[config.mk]
export PLATFORM = sky130hd
export DESIGN_NAME = pgw_top
export DESIGN_NICKNAME = d
export VERILOG_FILES = /design/src/rtl/pgw_pkg.sv /design/src/rtl/pgw_base_reg.sv /design/src/rtl/pgw_walk_fsm.sv /design/src/rtl/pgw_top.sv
export SDC_FILE = /design/constraint.sdc
export NUM_CORES = 1
export LEC_CHECK = 0
export CAP_MARGIN = 20
export CORE_MARGIN = 2
export CORE_UTILIZATION = 55
export CTS_CLUSTER_SIZE = 28
export DETAILED_ROUTE_END_ITERATION = 6
export DONT_BUFFER_PORTS = 1
export GPL_ROUTABILITY_DRIVEN = 0
export MAX_ROUTING_LAYER = met4
export PLACE_DENSITY = 0.7
export SKIP_CTS_REPAIR_TIMING = 1
export SLEW_MARGIN = 20
export SYNTH_ARGS = -nofsm -noshare
export SYNTH_HDL_FRONTEND = slang
export SYNTH_HIERARCHICAL = 1
export SYNTH_SLANG_ARGS = --single-unit
[constraint.sdc]
create_clock -name clk -period 3.6 [get_ports clk]
set_input_delay 0.72 -clock clk [delete_from_list [all_inputs] [get_ports clk]]
set_output_delay 0.72 -clock clk [all_outputs]
set_load 0.05 [all_outputs]
[src/rtl/pgw_pkg.sv]
package pgw_pkg;
    localparam int ADDR_W  = 32;
    localparam int IDX_W   = 10;
    localparam int OFF_W   = 12;
    localparam int ENT_SH  = 2;
    localparam int FRAME_W = ADDR_W - OFF_W;

    typedef enum logic [1:0] {
        WS_IDLE = 2'd0,
        WS_LVL1 = 2'd1,
        WS_LVL2 = 2'd2,
        WS_DONE = 2'd3
    } walk_st_e;

    typedef struct packed {
        logic [IDX_W-1:0] dir_idx;
        logic [IDX_W-1:0] tbl_idx;
        logic [OFF_W-1:0] offset;
    } vaddr_t;

    typedef struct packed {
        logic [FRAME_W-1:0]     frame;
        logic [OFF_W-2:0]       spare;
        logic                   present;
    } pte_t;

    function automatic logic [ADDR_W-1:0] entry_addr(
        input logic [ADDR_W-1:0] base,
        input logic [IDX_W-1:0]  idx
    );
        logic [ADDR_W-1:0] scaled;
        scaled = ADDR_W'(idx) << ENT_SH;
        return base + scaled;
    endfunction

    function automatic logic [ADDR_W-1:0] frame_base(input pte_t e);
        return {e.frame, {OFF_W{1'b0}}};
    endfunction
endpackage

[src/rtl/pgw_base_reg.sv]
module pgw_base_reg
    import pgw_pkg::*;
(
    input  logic              clk,
    input  logic              rst,
    input  logic              kernel_mode,
    input  logic              wr_en,
    input  logic [ADDR_W-1:0] wr_data,
    output logic [ADDR_W-1:0] base_q,
    output logic              viol_q
);
    always_ff @(posedge clk) begin
        if (rst) begin
            base_q <= '0;
            viol_q <= 1'b0;
        end else begin
            if (wr_en && kernel_mode)
                base_q <= wr_data;
            viol_q <= wr_en && !kernel_mode;
        end
    end
endmodule

[src/rtl/pgw_walk_fsm.sv]
module pgw_walk_fsm
    import pgw_pkg::*;
(
    input  logic              clk,
    input  logic              rst,
    input  logic [ADDR_W-1:0] base,
    input  logic              req_valid,
    input  logic [ADDR_W-1:0] req_vaddr,
    output logic              req_ready,
    output logic              mem_req_valid,
    output logic [ADDR_W-1:0] mem_req_addr,
    input  logic              mem_rsp_valid,
    input  logic [ADDR_W-1:0] mem_rsp_data,
    output logic              resp_valid,
    output logic              resp_fault,
    output logic [ADDR_W-1:0] resp_paddr,
    output logic [ADDR_W-1:0] resp_vaddr,
    output walk_st_e          state
);
    walk_st_e          st_q;
    vaddr_t            va_q;
    logic [ADDR_W-1:0] addr_q;
    logic [ADDR_W-1:0] pa_q;
    logic              fault_q;
    pte_t              rsp_pte;

    assign rsp_pte = pte_t'(mem_rsp_data);

    always_ff @(posedge clk) begin
        if (rst) begin
            st_q    <= WS_IDLE;
            va_q    <= '0;
            addr_q  <= '0;
            pa_q    <= '0;
            fault_q <= 1'b0;
        end else begin
            case (st_q)
                WS_IDLE: begin
                    if (req_valid) begin
                        va_q    <= vaddr_t'(req_vaddr);
                        addr_q  <= entry_addr(base, req_vaddr[ADDR_W-1 -: IDX_W]);
                        fault_q <= 1'b0;
                        pa_q    <= '0;
                        st_q    <= WS_LVL1;
                    end
                end
                WS_LVL1: begin
                    if (mem_rsp_valid) begin
                        if (rsp_pte.present) begin
                            addr_q <= entry_addr(frame_base(rsp_pte), va_q.tbl_idx);
                            st_q   <= WS_LVL2;
                        end else begin
                            fault_q <= 1'b1;
                            pa_q    <= '0;
                            st_q    <= WS_DONE;
                        end
                    end
                end
                WS_LVL2: begin
                    if (mem_rsp_valid) begin
                        if (rsp_pte.present) begin
                            pa_q    <= {rsp_pte.frame, va_q.offset};
                            fault_q <= 1'b0;
                        end else begin
                            pa_q    <= '0;
                            fault_q <= 1'b1;
                        end
                        st_q <= WS_DONE;
                    end
                end
                default: st_q <= WS_IDLE;
            endcase
        end
    end

    always_comb begin
        req_ready     = (st_q == WS_IDLE);
        mem_req_valid = (st_q == WS_LVL1) || (st_q == WS_LVL2);
        mem_req_addr  = addr_q;
        resp_valid    = (st_q == WS_DONE);
        resp_fault    = fault_q;
        resp_paddr    = pa_q;
        resp_vaddr    = ADDR_W'(va_q);
        state         = st_q;
    end
endmodule

[src/rtl/pgw_top.sv]
module pgw_top
    import pgw_pkg::*;
(
    input  logic        clk,
    input  logic        rst,
    input  logic        kernel_mode,
    input  logic        base_wr_en,
    input  logic [31:0] base_wr_data,
    output logic        priv_viol,
    input  logic        req_valid,
    input  logic [31:0] req_vaddr,
    output logic        req_ready,
    output logic        mem_req_valid,
    output logic [31:0] mem_req_addr,
    input  logic        mem_rsp_valid,
    input  logic [31:0] mem_rsp_data,
    output logic        resp_valid,
    output logic        resp_fault,
    output logic [31:0] resp_paddr,
    output logic [31:0] resp_vaddr
);
    logic [ADDR_W-1:0] base_q;
    walk_st_e          walk_state;

    pgw_base_reg u_base (
        .clk         (clk),
        .rst         (rst),
        .kernel_mode (kernel_mode),
        .wr_en       (base_wr_en),
        .wr_data     (base_wr_data),
        .base_q      (base_q),
        .viol_q      (priv_viol)
    );

    pgw_walk_fsm u_walk (
        .clk           (clk),
        .rst           (rst),
        .base          (base_q),
        .req_valid     (req_valid),
        .req_vaddr     (req_vaddr),
        .req_ready     (req_ready),
        .mem_req_valid (mem_req_valid),
        .mem_req_addr  (mem_req_addr),
        .mem_rsp_valid (mem_rsp_valid),
        .mem_rsp_data  (mem_rsp_data),
        .resp_valid    (resp_valid),
        .resp_fault    (resp_fault),
        .resp_paddr    (resp_paddr),
        .resp_vaddr    (resp_vaddr),
        .state         (walk_state)
    );
endmodule

==> Word-level counts from Yosys, hierarchy flattened <==
Cells that the tools add are included.
{ "totals": {"reg_bits": 132, "romBits": 0, "ramBits": 0, "latch_bits": 0, "n_memories": 0} }
{ "op_classes": {"n_reduce_logical": 11, "magnitude_cmp": 0, "mux": 21, "bitwise": 0, "n_eq_ne": 8, "addsub": 2, "n_mul": 0, "n_div": 0, "n_shift": 0} }
{ "op_table": {"columns": ["operator", "count"], "rows": [
  ["$mux W32", 8],
  ["$pmux W32 S3", 1],
  ["$add A32 B12 Y32", 2],
  ["$pmux W32 S2", 1],
  ["$ne A2 B2 Y1 const B", 5],
  ["$mux W1", 6],
  ["$mux W2", 3],
  ["$pmux W2 S3", 1],
  ["$reduce_and A5 Y1", 1],
  ["$eq A2 B2 Y1 const B", 2],
  ["$reduce_and A4 Y1", 1],
  ["$pmux W1 S3", 1],
  ["$reduce_and A3 Y1", 1],
  ["$reduce_bool A3 Y1", 1],
  ["$eq A2 B1 Y1 const B", 1],
  ["$logic_and A1 B1 Y1", 2],
  ["$logic_not A2 Y1", 1],
  ["$reduce_and A2 Y1", 1],
  ["$reduce_bool A2 Y1", 1],
  ["$logic_not A1 Y1", 1],
  ["$logic_or A1 B1 Y1", 1]
]} }

==> Logic depth before layout (Yosys ltp) <==
{ "depth": {"depth_word": 4, "mapped_depth": 9, "mapped_depth_nobuf": 8} }

==> Hierarchy <==
The synthesis kept the hierarchy.
{ "by_module_without_submodules": {"columns": ["mod", "n_inst", "cells_each", "area_per_inst_um2", "seq_area_each_um2"], "rows": [
  ["pgw_walk_fsm", 1, 591, 4714.5, 1981.9],
  ["pgw_base_reg", 1, 148, 1505.2, 660.6]
]} }

==> Least setup slack after synthesis <==
No wires, ideal clock.
{ "synth_path": {"path_kind": "input to register", "startpoint": "input req_vaddr[29]", "endpoint": "register u_walk.addr_q[13], in the netlist u_walk/mem_req_addr[13]", "t_arrival_ps": 2370, "setup_slack_ps": 1113, "path_stages": 7, "path_buffers": 1, "cell_sequence": "ha_1 -> and2_4 -> and3_4 -> a311o_1 -> buf_6 -> or3_1 -> a32o_1"} }
{ "synth_between": {"elab_chain_cells": 3} }
{ "synth_rtl": {"columns": ["element", "line", "rtl"], "rows": [
  ["start: declaration", "pgw_top.sv:11", "input logic [31:0] req_vaddr,"],
  ["$add A32 B12 Y32", "pgw_pkg.sv:33", "return base + scaled;"],
  ["$mux W32", "pgw_walk_fsm.sv:39", "if (req_valid) begin"],
  ["$pmux W32 S2", "pgw_walk_fsm.sv:37", "case (st_q)"],
  ["end signal: assignment", "pgw_walk_fsm.sv:41", "addr_q <= entry_addr(base, req_vaddr[ADDR_W-1 -: IDX_W]);"],
  ["end signal: assignment", "pgw_walk_fsm.sv:50", "addr_q <= entry_addr(frame_base(rsp_pte), va_q.tbl_idx);"],
  ["end: declaration", "pgw_walk_fsm.sv:22", "logic [ADDR_W-1:0] addr_q;"]
]} }
Every way passes these cells. The select of a mux whose other input is x is not followed.
A chain may end at the register's enable or synchronous reset.

==> Worst setup path in the final report <==
{ "layout_path": {"startpoint": "register u_walk.st_q[1], in the netlist u_walk/state[1]", "endpoint": "register u_walk.addr_q[20], in the netlist u_walk/mem_req_addr[20]"} }
{ "layout_between": {"elab_chain_cells": 3} }
{ "layout_rtl": {"columns": ["element", "line", "rtl"], "rows": [
  ["start: declaration", "pgw_walk_fsm.sv:20", "walk_st_e st_q;"],
  ["start signal: assignment", "pgw_walk_fsm.sv:31", "st_q <= WS_IDLE;"],
  ["start signal: assignment", "pgw_walk_fsm.sv:44", "st_q <= WS_LVL1;"],
  ["start signal: assignment", "pgw_walk_fsm.sv:51", "st_q <= WS_LVL2;"],
  ["$eq A2 B1 Y1 or $logic_not A2 Y1 (tied branches)", "pgw_walk_fsm.sv:37", null],
  ["$ne A2 B2 Y1 (no source line) or $reduce_bool A2 Y1 (tied branches)", null, null],
  ["$reduce_and A4 Y1 (no source line)", null, null]
]} }
Several ways; a longest one is shown, not always the timed one.

==> results.yml <==
outcome:
  outcome: "completed"
min_path:
  hold_class: "input pin to flip-flop"
timing:
  final.setup.worst_slack_ns: 0.870
  period_share_pct: 75.8
  worstMarginPinSlew_ns: 1.19
  finalSetupTns_ns: 0
  timing.fmax_mhz: 366
  final-max-slew-violation-count: 0
  slew_headroom_pct: 20.5
  rsz0062_at_grt: "no"
  hold_viol_final: 0
  skew_ns: 0.00472
  finalSetupViolations: 0
  period_needed_ns: 2.73
logic_synthesis:
  synth_ff_type: "dfxtp_1"
  synth_area_mm2: 0.00622
  synth_top_area_cell: "dfxtp_1"
  synthAdderAreaFrac_pct: 3.14
  synth_cell_type_count: 53
  synth.area.top_cells: "dfxtp_1 42%, a21oi_1 8.9%, nand2_1 7.2%, nand3_1 6.5%, a21bo_1 5.1%"
  muxShareOfSynthArea_pct: 0.483
  synth-simple-area-share_pct: 20.1
  synth.avg_cell_area_um2: 8.42
  syn_inst: 739
  ys_ff_latch: 132
  syn_nets: 856
  synth-xor-area-share_pct: 3.80
  postSynth.asyncResetShare_pct: 0
  synth_compound_area_share_pct: 24.6
  yosysWarnings: 6
  synth_edf_count: 0
  synth_top_family_by_area: "compound AO/OA/AOI/OAI gates"
  synth_top_area_share_pct: 42.5
  ys_seq_area_share_pct: 42.5
place:
  dp_slack_ns: 0.852
  io_buffers: 0
  dp_hpwl_um: 11000
routing:
  routedWlPerCell_um: 18.9
  via_per_inst: 6.12
  drc_errors: 0
  drt_iter0_drc: 451
  vias: 5247
  postRouteAntennaNets: 0
  first_pass_iters: 5
  routed_wl_um: 16200
cts:
  cts_made_buffers: 17
  path_clk_slew_ns: 0.06
  clock_path_buffers: 2
  cts_root_buffer: "clkbuf_16"
  cts_max_level: 4
  cts_tree: "yes"
  cts_sinks: 132
  clock_latency_ns: 0.41
power:
  peakVddDrop_mv: 0.537
  p_per_area_mw_per_mm2: 855
  finalPower_mw: 5.87
  p_leak_nw: 2.44
finish:
  fill_cells: 934
  drive_above_1_share_pct: 9.90
  antenna_cells: 0
  area_growth_pct: 10.4
  num-nets-final: 821
  multi_input_area_mm2: 0.00326
  register_area_mm2: 0.00264
  layout_common_cells: "132 x dfxtp_1, 119 x nand2_1, 111 x a21oi_1"
  mostFrequentLayoutCell: "dfxtp_1"
worst_setup_path:
  arrival_ns: 3.06
  end_kind: "flip-flop"
  critPathKind: "flip-flop to flip-flop"
  r2r_slack_ns: 0.87
  worstPathMaxFanout: 32
  cp.required_ns: 3.93
  worstSetupStartpointType: "flip-flop"
floorplanning:
  design.core.area_mm2: 0.0109
  dieArea_mm2: 0.0122
  fp.dieH_um: 110
  rows: 38
  io_pins: 203
  die_w_um: 110
  initial_utilization_pct: 56.9
global_route:
  antenna_found_initial: 0
  grt_start_max_net_pins: 133
  grt_usage_pct: 26.8
  grt_pass1_wl_um: 24400
  grt_pass1_vias: 4794
  overflow: 0
flow_run:
  maxCapViolCount: 0
==> Yosys cell counts, types with 2 or more instances <==
master and number:
a21oi_2 19, xnor2_1 16, nand3_1 81, o211ai_1 3
mux2i_1 3, buf_1 6, dfxtp_1 132, nor2_1 13
buf_2 11, buf_4 3, ha_1 14, a21o_1 5
a2111oi_2 3, nand2_1 119, xor2_1 11, a211oi_1 11
o211ai_2 2, buf_6 6, a21oi_1 111, and2_1 4
o22ai_1 15, nor3_1 4, and3_1 21, a31oi_1 4
nand4_1 5, o21ai_1 5, o21ai_0 9, nand3b_1 4
clkbuf_1 35, a21bo_1 32, inv_1 9, nor4_1 2
==> worst max-delay path: stages, from the launching register on <==
cell and delay (ns):
dfxtp_1 0.34, inv_1 0.09, ha_1 0.64, and3_1 0.31
o21ai_2 0.06, buf_4 0.24, nor2_1 0.23, nand2_1 0.42
o22ai_1 0.31
==> metal layers <==
metal  up-vias  share of wire [%]  GRT usage, %  wire length, µm
met2       223                 46          40.1             7400
met4         0                1.5          9.29              250
li1       2539                  -             -                -
met5         -                  0             -                0
met1      2464                 43          34.0             6990
met3        21                9.5          8.99             1530
==> metrics by stage <==
stage / hold WS, ns / cell area, µm² / utilization, % / cells
floorplan: 0.458 / 6220 / - / 739
global placement: 0.486 / 6160 / 56.3 / 825
CTS: 0.346 / 6870 / 62.8 / 857
finish: 0.364 / 6870 / 62.8 / 857
detailed placement: 0.488 / 6160 / 56.3 / 825
global route: 0.345 / 6870 / 62.8 / 857
==> path summary, 6_finish.rpt <==
kind	start	cells after the start	endpoint
min	kernel_mode	1	u_base/viol_q$_SDFF_PP0_
max	u_walk/state[1]$_SDFFE_PP0P_	8	u_walk/mem_req_addr[20]$_SDFFE_PP0P_
max reg2reg	u_walk/state[1]$_SDFFE_PP0P_	8	u_walk/mem_req_addr[20]$_SDFFE_PP0P_
min reg2reg	u_base/base_q[0]$_SDFFE_PP0P_	2	u_walk/mem_req_addr[0]$_SDFFE_PP0P_
==> flip-flops by register name (all words and copies together) (netlist names) <==
| register | cells |
|---|---|
| u_walk/state | 2 |
| u_walk/mem_req_addr | 32 |
| u_walk/resp_fault | 1 |
| u_base/base_q | 32 |
| u_base/viol_q | 1 |
| u_walk/resp_vaddr | 32 |
| u_walk/resp_paddr | 32 |
==> power breakdown <==
group	switching [mW]	internal, mW
registers	0.827	1.68
clock network	0.633	1.40
logic	0.925	0.407
==> final cells by class <==
class                   instances  area share, %
well taps                     140           2.55
clock inverters                13           3.68
flip-flops and latches        132           38.5
repair buffers                  7          0.765
multi-input cells             537           47.4
inverters                       9          0.492
clock buffers                  19           6.60
==> cell families (layout without fill, tap and decap cells) <==
family / Yosys count / after routing
buffers and inverters: 70 / 48
DFF: 132 / 132
xor gates and xnor gates: 27 / 27
and+or+nand+nor: 264 / 264
muxes: 3 / 3
adders and majority gates: 15 / 15
AOI/OAI and AO/OA: 228 / 228
Power figures use the tool's default switching activity.
